[src/rtl/busdec_pkg.sv]
package busdec_pkg;

    localparam int ADDR_W    = 24;
    localparam int ID_W      = 4;
    localparam int SPACE_BIT = 22;
    localparam int OFF_W     = 19;

    // address bit carrying identity bit i (LSB first)
    localparam int ID_POS [ID_W] = '{19, 20, 21, 23};

    typedef logic [ADDR_W-1:0] addr_t;
    typedef logic [ID_W-1:0]   id_t;
    typedef logic [OFF_W-1:0]  off_t;

    typedef struct packed {
        logic id_ok;
        logic in_range;
        logic to_flash;
    } decode_t;

    typedef enum logic [1:0] {
        ST_IDLE    = 2'd0,
        ST_SELECT  = 2'd1,
        ST_STANDBY = 2'd2
    } cyc_state_t;

    function automatic off_t addr_offset(addr_t a);
        return a[OFF_W-1:0];
    endfunction

    function automatic logic addr_is_flash(addr_t a);
        return a[SPACE_BIT];
    endfunction

endpackage

[src/rtl/busdec_strap_latch.sv]
module busdec_strap_latch
    import busdec_pkg::*;
(
    input  logic clk,
    input  logic rst,
    input  id_t  strap_in,
    output id_t  strap_q
);

    // sampled on every reset edge; the last one wins
    always_ff @(posedge clk) begin
        if (rst) strap_q <= strap_in;
    end

    a_r2_strap_frozen: assert property (@(posedge clk) disable iff (rst)
        1'b1 |=> $stable(strap_q));

endmodule

[src/rtl/busdec_field_check.sv]
module busdec_field_check
    import busdec_pkg::*;
#(
    parameter int unsigned FLASH_BYTES = 32'd524288,
    parameter int unsigned REG_BYTES   = 32'd65536
) (
    input  addr_t   addr,
    input  id_t     strap,
    output decode_t dec
);

    localparam int unsigned CMP_W = 32;

    logic [ID_W-1:0] bit_eq;

    generate
        for (genvar i = 0; i < ID_W; i++) begin : g_id_bit
            // the address carries the inverted strap
            assign bit_eq[i] = (addr[ID_POS[i]] == ~strap[i]);
        end
    endgenerate

    logic [CMP_W-1:0] off_ext;
    logic             flash_sp;
    logic             flash_ok;
    logic             reg_ok;

    always_comb begin
        off_ext  = CMP_W'(addr_offset(addr));
        flash_sp = addr_is_flash(addr);
        flash_ok = off_ext < FLASH_BYTES;
        reg_ok   = off_ext < REG_BYTES;

        dec.id_ok    = &bit_eq;
        dec.in_range = flash_sp ? flash_ok : reg_ok;
        dec.to_flash = flash_sp;
    end

endmodule

[src/rtl/busdec_cycle_fsm.sv]
module busdec_cycle_fsm
    import busdec_pkg::*;
(
    input  logic    clk,
    input  logic    rst,
    input  logic    start,
    input  decode_t dec,
    output logic    sel,
    output logic    to_flash,
    output logic    standby
);

    cyc_state_t state_q, state_d;
    logic       flash_q, flash_d;
    logic       hit;

    always_comb begin
        hit     = dec.id_ok && dec.in_range;
        state_d = state_q;
        flash_d = flash_q;
        if (start) begin
            state_d = hit ? ST_SELECT : ST_STANDBY;
            flash_d = hit && dec.to_flash;
        end
    end

    always_ff @(posedge clk) begin
        if (rst) begin
            state_q <= ST_IDLE;
            flash_q <= 1'b0;
        end else begin
            state_q <= state_d;
            flash_q <= flash_d;
        end
    end

    assign sel      = (state_q == ST_SELECT);
    assign standby  = (state_q == ST_STANDBY);
    assign to_flash = flash_q;

    a_r9_hold_without_strobe: assert property (@(posedge clk) disable iff (rst)
        !start |=> ($stable(sel) && $stable(standby) && $stable(to_flash)));

    a_r10_sel_standby_exclusive: assert property (@(posedge clk) disable iff (rst)
        !(sel && standby));

    a_r4_flash_needs_sel: assert property (@(posedge clk) disable iff (rst)
        to_flash |-> sel);

endmodule

[src/rtl/bus_id_decoder.sv]
module bus_id_decoder
    import busdec_pkg::*;
#(
    parameter int unsigned FLASH_BYTES = 32'd524288,
    parameter int unsigned REG_BYTES   = 32'd65536
) (
    input  logic        clk,
    input  logic        rst,
    input  logic [3:0]  id_strap,
    input  logic        cyc_start,
    input  logic [23:0] cyc_addr,
    output logic        sel,
    output logic        to_flash,
    output logic        standby
);

    id_t     strap_q;
    decode_t dec;

    busdec_strap_latch u_strap (
        .clk      (clk),
        .rst      (rst),
        .strap_in (id_strap),
        .strap_q  (strap_q)
    );

    busdec_field_check #(
        .FLASH_BYTES (FLASH_BYTES),
        .REG_BYTES   (REG_BYTES)
    ) u_check (
        .addr  (cyc_addr),
        .strap (strap_q),
        .dec   (dec)
    );

    busdec_cycle_fsm u_fsm (
        .clk      (clk),
        .rst      (rst),
        .start    (cyc_start),
        .dec      (dec),
        .sel      (sel),
        .to_flash (to_flash),
        .standby  (standby)
    );

    a_r6_mismatch_standby: assert property (@(posedge clk) disable iff (rst)
        (cyc_start && !dec.id_ok) |=> (standby && !sel));

    a_r5_hit_selects: assert property (@(posedge clk) disable iff (rst)
        (cyc_start && dec.id_ok && dec.in_range) |=> sel);

    a_r7_range_miss: assert property (@(posedge clk) disable iff (rst)
        (cyc_start && !dec.in_range) |=> (!sel && standby));

    a_r4_space_follows_bit: assert property (@(posedge clk) disable iff (rst)
        (cyc_start && dec.id_ok && dec.in_range) |=> (to_flash == $past(cyc_addr[SPACE_BIT])));

    a_r1_reset_quiet: assert property (@(posedge clk)
        $past(rst) |-> (!sel && !standby && !to_flash));

endmodule

[config.mk]
export PLATFORM = sky130hd
export DESIGN_NAME = bus_id_decoder
export DESIGN_NICKNAME = d
export VERILOG_FILES = /design/src/rtl/busdec_pkg.sv /design/src/rtl/busdec_strap_latch.sv /design/src/rtl/busdec_field_check.sv /design/src/rtl/busdec_cycle_fsm.sv /design/src/rtl/bus_id_decoder.sv
export SDC_FILE = /design/constraint.sdc
export NUM_CORES = 1
export LEC_CHECK = 0
export ABC_AREA = 1
export BUFFER_PORTS_ARGS = -buffer_cell sky130_fd_sc_hd__buf_4
export CAP_MARGIN = 5
export CORE_AREA = 2 2 39 41
export CTS_BUF_LIST = sky130_fd_sc_hd__clkbuf_8
export DETAILED_ROUTE_END_ITERATION = 12
export DIE_AREA = 0 0 41 43
export SLEW_MARGIN = 20
export SYNTH_ARGS = -nofsm -noshare
export SYNTH_HDL_FRONTEND = slang
export SYNTH_SLANG_ARGS = --single-unit
[constraint.sdc]
create_clock -name clk -period 2.36 [get_ports clk]
set_input_delay 0.236 -clock clk [delete_from_list [all_inputs] [get_ports clk]]
set_output_delay 0.236 -clock clk [all_outputs]
set_load 0.01 [all_outputs]
Yosys cells after proc, flatten, opt, wreduce, memory -nomap -nowiden
Cells that the tools add are included.
{ "op_classes": {"n_reduce_logical": 3, "n_mux": 2, "n_eq_ne": 6, "n_bitwise": 4, "order_cmp": 1} }
{ "op_table": {"columns": ["op", "n"], "rows": [
  ["19-bit by 17-bit less-than comparator with 1-bit output, second input constant", 1],
  ["1-bit equality test", 4],
  ["1-bit NOT", 4],
  ["4-bit AND reduction", 1],
  ["2-bit by 1-bit equality test with 1-bit output, second input constant", 1],
  ["2-bit equality test, second input constant", 1],
  ["1-bit logical AND", 2],
  ["2-bit two-way mux", 1],
  ["1-bit two-way mux", 1]
]} }
{ "word_totals": {"reg_bits": 7, "input_bits": 31, "elab_cells": 19} }

Logic depth before layout (Yosys ltp)
Gate-level depths: netlist of run 1.
{ "depth": {"word_depth": 5, "ltp_mapped": 7} }

Cells and area by module
Synthesis of run 1 repeated with hierarchy kept, for this count alone.
{ "hier_totals": {"hier_cells": 50, "area_unflattened_um2": 355.3} }
{ "modules_own_cells": {"columns": ["mod", "cells_each", "area_per_inst_um2", "instances"], "rows": [
  ["busdec_cycle_fsm", 22, 135.1, 1],
  ["busdec_strap_latch", 4, 120.1, 1],
  ["busdec_field_check", 24, 100.1, 1]
]} }

Worst setup path after synthesis of run 1
No wires, ideal clock.
{ "synth_timing": {"path_kind": "flip-flop to flip-flop", "start": "register u_strap.strap_q[0]", "end": "register u_fsm.state_q[1]", "stages_incl_launch_ff": 7, "setup_slack_ns": 1.454, "period_less_slack_ns": 0.906, "t_required_ns": 2.244, "arrival_ns": 0.790, "setup_time_ns": 0.116, "n_path_buf": 0, "path_cell_list": "edfxtp_1 nand2_1 nand2_1 nor2_2 nand3_2 nand2_1 a21oi_1"} }
{ "synth_via": {"elab_chain_cells": 5} }
{ "synth_lines": {"columns": ["element", "line", "rtl"], "rows": [
  ["start, declared", "busdec_strap_latch.sv:7", "output id_t strap_q"],
  ["start signal, assigned", "busdec_strap_latch.sv:12", "if (rst) strap_q <= strap_in;"],
  ["1-bit NOT", "busdec_field_check.sv:19", "assign bit_eq[i] = (addr[ID_POS[i]] == ~strap[i]);"],
  ["1-bit equality test", "busdec_field_check.sv:19", null],
  ["4-bit AND reduction", "busdec_field_check.sv:34", "dec.id_ok = &bit_eq;"],
  ["1-bit logical AND", "busdec_cycle_fsm.sv:18", "hit = dec.id_ok && dec.in_range;"],
  ["2-bit two-way mux", "busdec_cycle_fsm.sv:22", "state_d = hit ? ST_SELECT : ST_STANDBY;"],
  ["end signal, assigned", "busdec_cycle_fsm.sv:32", "state_q <= state_d;"],
  ["end, declared", "busdec_cycle_fsm.sv:13", "cyc_state_t state_q, state_d;"]
]} }
Every way passes these cells.
A chain may end at the register's enable or synchronous reset.

Final worst setup path of run 1
{ "layout_timing": {"start": "register u_fsm.state_q[0]", "end": "output sel"} }
{ "layout_via": {"elab_chain_cells": 1} }
{ "layout_lines": {"columns": ["element", "line", "rtl"], "rows": [
  ["2-bit by 1-bit equality test with 1-bit output", "busdec_cycle_fsm.sv:37", "assign sel = (state_q == ST_SELECT);"],
  ["end, declared", "bus_id_decoder.sv:12", "output logic sel,"]
]} }
Every way passes these cells.

==> metrics.csv, run 1 <==
stage;metric;value;unit
run_status;status;finished, final reports clean;
setup_path;crit-path cells;inv_1 > nor2_1 > buf_4;
grt;largest net degree at the start of global routing;7;
setup_path;slowest cell on the critical path;dfxtp_1;
clocking;Root Buffer;clkbuf_8;
die;Die H;43;um
logic_synthesis;XOR/XNOR share of the synthesized area;0;%
logic_synthesis;Cell variety after synth;14;
clocking;# Post-CTS Setup Buffers;0;
clocking;Resize count post-CTS;0;
timing;Clock Skew;0.00239;ns
layout;area growth from synthesis to layout;53.1;%
clocking;CTS tree;done;
setup_path;CP delay by family, top;flip-flops;
layout;share of cells above drive strength 1;36.8;%
timing;hold slack;0.189;ns
grt;Total GRT Usage;10.7;%
layout;Antenna Cells;0;
timing;Final setup viols;0;
setup_path;Worst Setup Start Kind;flip-flop;
timing;unrepaired setup endpoints after global routing;false;
logic_synthesis;Synth Area in Compound Gates;11.0;%
layout;most frequent cells in the layout;17 x buf_4, 14 x nand2_1, 13 x inv_1, 4 x edfxtp_1;
power_and_ir_drop;Power per Cell Area;647;nW/um2
clocking;# clock sinks;7;
clocking;Worst-path clk slew;0.04;ns
detailed_routing;initial DRC count;3;
layout;nets;100;
logic_synthesis;Post-synth EDFFs;4;
placement;hpwl dp;620;um
timing;Final Max Slew Viols;0;
die;die width;41;um
logic_synthesis;Yosys Warn Count;0;
logic_synthesis;Synth Area in Simple Gates;25.9;%
timing;total negative slack;0;ns
logic_synthesis;Mapped Nets;78;
grt;total congestion overflow;0;
logic_synthesis;sequential fraction of the synthesis area;49.7;%
detailed_routing;Vias;360;
logic_synthesis;Async S/R FF share, synth;0;%
placement;Final Wtd Congestion;0.613;
setup_path;worst stage delay on the critical path;0.36;ns
logic_synthesis;largest family of logic cells by synthesized area;simple AND/OR/NAND/NOR gates;
die;IO Count;34;
clocking;CTS Buf Count;3;
die;Initial Util;26.2;%
layout;fin util;40.1;%
die;Die ar.;1760;um2
clocking;H-tree levels;1;
setup_path;Crit Path Class;flip-flop to output port;
timing;Hold Vio Cnt, Final;0;
clocking;CTS Hold Bufs;0;
setup_path;Crit Path Max Fanout;3;
detailed_routing;DRT Pass-1 Iters;3;
grt;global-route wire length before repair;1.26;mm
logic_synthesis;Post-Syn Area;363;um2
timing;relative slew slack;86.7;%
setup_path;Crit path buffers/inverters;2;
logic_synthesis;synthesized netlist cell count;47;
timing;Period minus WS final;1.11;ns
die;core area;1380;um2
detailed_routing;antenna viol nets, final;0;
power_and_ir_drop;VDD IR-drop max;0.000270;V
detailed_routing;DRC viols;0;
setup_path;Arr. time, crit path;0.88;ns
job;# Max-Cap Violations;0;
grt;vias in the first global route;348;
hold_path;Hold Path Class;input port to flip-flop;
grt;initial antenna violation count;0;
clocking;Longest Clk Path Bufs;2;
setup_path;Required @ worst endpoint;2.12;ns
timing;Least-Margin Pin Slew;0.198;ns
logic_synthesis;mean post-synth cell area;7.72;um2
placement;Placed Area;510;um2
logic_synthesis;Main synth FF type;edfxtp_1;
detailed_routing;Post-Route WL;736;um
layout;commonest non-fill, non-tap cell in the layout;buf_4;
die;standard-cell rows;14;
detailed_routing;DR WL/cell;8.76;um
clocking;Worst-Skew Late Latency;0.22;ns
logic_synthesis;mux share of post-synthesis cell area;0;%
layout;Final Cell Area;556;um2
logic_synthesis;#FFs+latches synth;7;
power_and_ir_drop;Leak;0.296;nW
logic_synthesis;adder and majority gate portion of the synthesized area;0;%
timing;period utilization;47.2;%
timing;f_max;0.898;GHz
placement;Port Buffers;17;
detailed_routing;vias per cell;4.29;
setup_path;Crit. End Element;output port;
## synthesized netlist by cell type (2+ instances only)
cell,n,area (um2)
nand2_1,14,52.6
inv_1,12,45.0
o21ai_0,2,10.0
nor2_2,2,12.5
dfxtp_1,3,60.1
a21oi_2,2,17.5
nor2_1,2,7.51
edfxtp_1,4,120
## through the flow
step	total power, mW	setup slack, ns	std cells
final	0.359	1.25	84
after global routing	0.378	1.23	84
after CTS	0.365	1.26	84
after detailed placement	0.201	1.34	80
after global placement	0.198	1.39	80
after floorplan	0.169	1.45	47
## final timing paths
check             cells past startpoint                           from  slack (ns)                       endpoint
setup reg to reg                      6   u_strap.strap_q[3]$_DFFE_PP_        1.36  u_fsm.state_q[1]$_SDFFE_PP0P_
setup / recovery                      3  u_fsm.state_q[0]$_SDFFE_PP0P_        1.25                            sel
hold / removal                        1                    id_strap[0]        0.19   u_strap.strap_q[0]$_DFFE_PP_
hold reg to reg                       2    u_fsm.to_flash$_SDFFE_PP0P_        0.54    u_fsm.to_flash$_SDFFE_PP0P_
## power breakdown
group | switching, mW | leakage [nW] | total [mW] | internal [mW]
clock network | 0.0493 | 0.0269 | 0.161 | 0.112
logic | 0.0252 | 0.205 | 0.0541 | 0.0289
registers | 0.00455 | 0.0640 | 0.144 | 0.139
total | 0.0790 | 0.296 | 0.359 | 0.280
## cells by family (layout without fill, tap and decap cells)
| family | Yosys count | count (layout) |
|---|---|---|
| DFF | 7 | 7 |
| AOI/OAI and AO/OA | 6 | 6 |
| buffers and inverters | 13 | 34 |
| and+or+nand+nor | 21 | 21 |
## routing by layer
metal  GRT usage [%]  wire length (um)  vias to the layer above
met5               0                 0                        -
met4            6.00                 0                        0
met3            3.14                61                        0
met2            17.2               378                       11
met1            11.8               296                      167
li1                -                 -                      182
## registers in the layout, indices dropped and copies added, names as in the netlist
register         flops
u_fsm.state_q        2
u_fsm.to_flash       1
u_strap.strap_q      4
## area by class of cell
| cell class | count | area, um2 |
|---|---|---|
| tap | 16 | 20.0 |
| timing repair buffer | 17 | 128 |
| clock buffer | 3 | 41.3 |
| fill | 147 | 828 |
| multi-input combinational | 27 | 134 |
| inverter | 13 | 48.8 |
| sequential | 7 | 180 |
| clock inverter | 1 | 3.75 |
## worst register-to-register path: cells and delay by family (launching register included)
family / cells / cell delay (ns)
compound gates: 1 / 0.05
flops: 1 / 0.39
simple gates: 5 / 0.45
(Power assumes the default switching activity.)
==> run 2, diff against run 1 <==
- clock period: 2.36 -> 0.9 ns (I/O delays scaled with it)
==> run 2 against run 1 <==
Net effect: the flow now finishes with violations (setup timing); sequential share of layout area down 1.4 points; hold slack worse by 0.15 ns; clock-buffer cell count unchanged; power rose to 2.7 times the previous value; utilization up 2.1 points; first-iteration DRC count up 33%; largest power group unchanged; highest routed layer is now met4.
==> metrics.csv, run 2 (synthesized netlist as in run 1, its figures left out) <==
stage;metric;value;unit
timing;Period minus WS final;1.02;ns
run_status;status;complete, but fails checks;
layout;most frequent cells in the layout;17 x buf_4, 12 x inv_1, 11 x nand2_1, 4 x edfxtp_1;
layout;fillers;141;
placement;Place WS;-0.136;ns
timing;f_max;0.985;GHz
timing;Final setup viols;3;
clocking;CTS Buf Count;3;
detailed_routing;antenna viol nets, final;0;
detailed_routing;DRC viols;0;
clocking;# clock sinks;7;
layout;Antenna Cells;0;
detailed_routing;DR WL/cell;9.23;um
power_and_ir_drop;Pwr Total;970;uW
placement;Final Wtd Congestion;0.614;
clocking;Longest Clk Path Bufs;2;
timing;unrepaired setup endpoints after global routing;true;
power_and_ir_drop;Leak;0.298;nW
setup_path;Crit Path Max Fanout;2;
timing;total negative slack;-0.236;ns
grt;total congestion overflow;0;
placement;Port Buffers;17;
setup_path;crit-path cells;nand2_1 > nand2_2 > nor2_4 > nand3_2 > nand2_1 > a21oi_1;
detailed_routing;vias per cell;4.33;
clocking;CTS tree;done;
die;core area;1380;um2
timing;Final Max Slew Viols;0;
die;IO Count;34;
layout;share of cells above drive strength 1;48.5;%
run_status;failing checks;setup timing;
setup_path;Reg2Reg Depth;6;
power_and_ir_drop;VDD IR-drop max;0.000719;V
grt;Total GRT Usage;12.1;%
setup_path;capturing point of the worst reg2reg path;u_fsm.state_q[1]$_SDFFE_PP0P_;
layout;nets;100;
clocking;Worst-Skew Late Latency;0.22;ns
layout;fin util;42.2;%
timing;Hold Vio Cnt, Final;0;
die;Initial Util;26.2;%
setup_path;worst reg2reg path startpoint;u_strap.strap_q[3]$_DFFE_PP_;
layout;area growth from synthesis to layout;61.0;%
clocking;H-tree levels;1;
detailed_routing;initial DRC count;4;
placement;Placed Area;510;um2
setup_path;slowest cell on the critical path;edfxtp_1;
die;Die ar.;1760;um2
setup_path;Crit Path Class;flip-flop to flip-flop;
detailed_routing;DRT Pass-1 Iters;3;
die;die width;41;um
detailed_routing;Vias;364;
setup_path;crit path to;u_fsm.state_q[1]$_SDFFE_PP0P_;
timing;Setup WS post-layout;-0.115;ns
setup_path;worst stage delay on the critical path;0.39;ns
clocking;Worst-path clk slew;0.04;ns
timing;period utilization;113;%
placement;hpwl dp;614;um
setup_path;Crit. End Element;flip-flop;
placement;dpl cells;80;
setup_path;Arr. time, crit path;1.13;ns
layout;Final Cell Area;584;um2
setup_path;Required @ worst endpoint;1.01;ns
setup_path;crit-path most repeated cell;nand2_1;
job;# Max-Cap Violations;0;
clocking;Root Buffer;clkbuf_8;
layout;Reg with most FFs;u_strap.strap_q;
layout;Cell Count, Final, Fillers Out;84;
grt;initial antenna violation count;0;
layout;commonest non-fill, non-tap cell in the layout;buf_4;
timing;relative slew slack;86.7;%
grt;vias in the first global route;352;
grt;global-route wire length before repair;1.38;mm
grt;largest net degree at the start of global routing;7;
setup_path;r2r setup slk;-0.12;ns
setup_path;CP startpoint;u_strap.strap_q[3]$_DFFE_PP_;
timing;hold slack;0.0409;ns
setup_path;Worst Setup Start Kind;flip-flop;
die;Die H;43;um
detailed_routing;Post-Route WL;775;um
hold_path;Hold Path Class;input port to flip-flop;
layout;max reg flops;4;
power_and_ir_drop;Power per Cell Area;1660;nW/um2
timing;Clock Skew;0.00279;ns
die;standard-cell rows;14;
timing;Least-Margin Pin Slew;0.198;ns
clocking;CTS Hold Bufs;0;
run 2: cell counts in the layout (fill, tap and decap cells not counted):
No cell type changed its count.
run 2: metal layers:
layer / up-vias / GRT usage, % / part of all wire (%)
li1: 181 / - / -
met1: 170 / 13.1 / 39
met2: 11 / 18.1 / 53
met3: 2 / 3.66 / 7.2
met4: 0 / 10.0 / 1.4
met5: - / 0 / 0
run 2: power by group:
group	switching, mW	internal, mW	total [mW]
clock	0.134	0.295	0.428
sequential	0.0129	0.366	0.378
combinational	0.0794	0.0837	0.163
total	0.226	0.744	0.970
run 2: timing repair:
item                       in CTS  in global routing
gates resized for setup         2                  8
setup endpoints to repair       4                  5
pin swaps                       2                  8
hold endpoints to repair        0                  0
buffers inserted                0                  0
run 2: worst min-delay path by stage:
stage / startpoint / endpoint / slack [ns] / cells past startpoint
after floorplan: rst / u_fsm.state_q[1]$_SDFFE_PP0P_ / 0.16 / 1
after CTS: id_strap[1] / u_strap.strap_q[1]$_DFFE_PP_ / 0.04 / 1
after global routing: id_strap[1] / u_strap.strap_q[1]$_DFFE_PP_ / 0.03 / 1
after detailed placement: id_strap[1] / u_strap.strap_q[1]$_DFFE_PP_ / 0.27 / 1
after global placement: id_strap[3] / u_strap.strap_q[3]$_DFFE_PP_ / 0.27 / 1
final: id_strap[1] / u_strap.strap_q[1]$_DFFE_PP_ / 0.04 / 1
run 2: area by class of cell:
class,count,area (um2),share of cell area [%]
Sequential cell,7,181,31.0
Multi-Input combinational cell,27,161,27.6
Timing Repair Buffer,17,128,21.8
Inverter,13,48.8,8.35
Clock buffer,3,41.3,7.07
Tap cell,16,20.0,3.43
Clock inverter,1,3.75,0.642
run 2: worst max-delay path, delay by kind of cell (launching register included):
family / cells / cell delay, ns
compound gates: 1 / 0.05
simple gates: 5 / 0.46
flops: 1 / 0.39
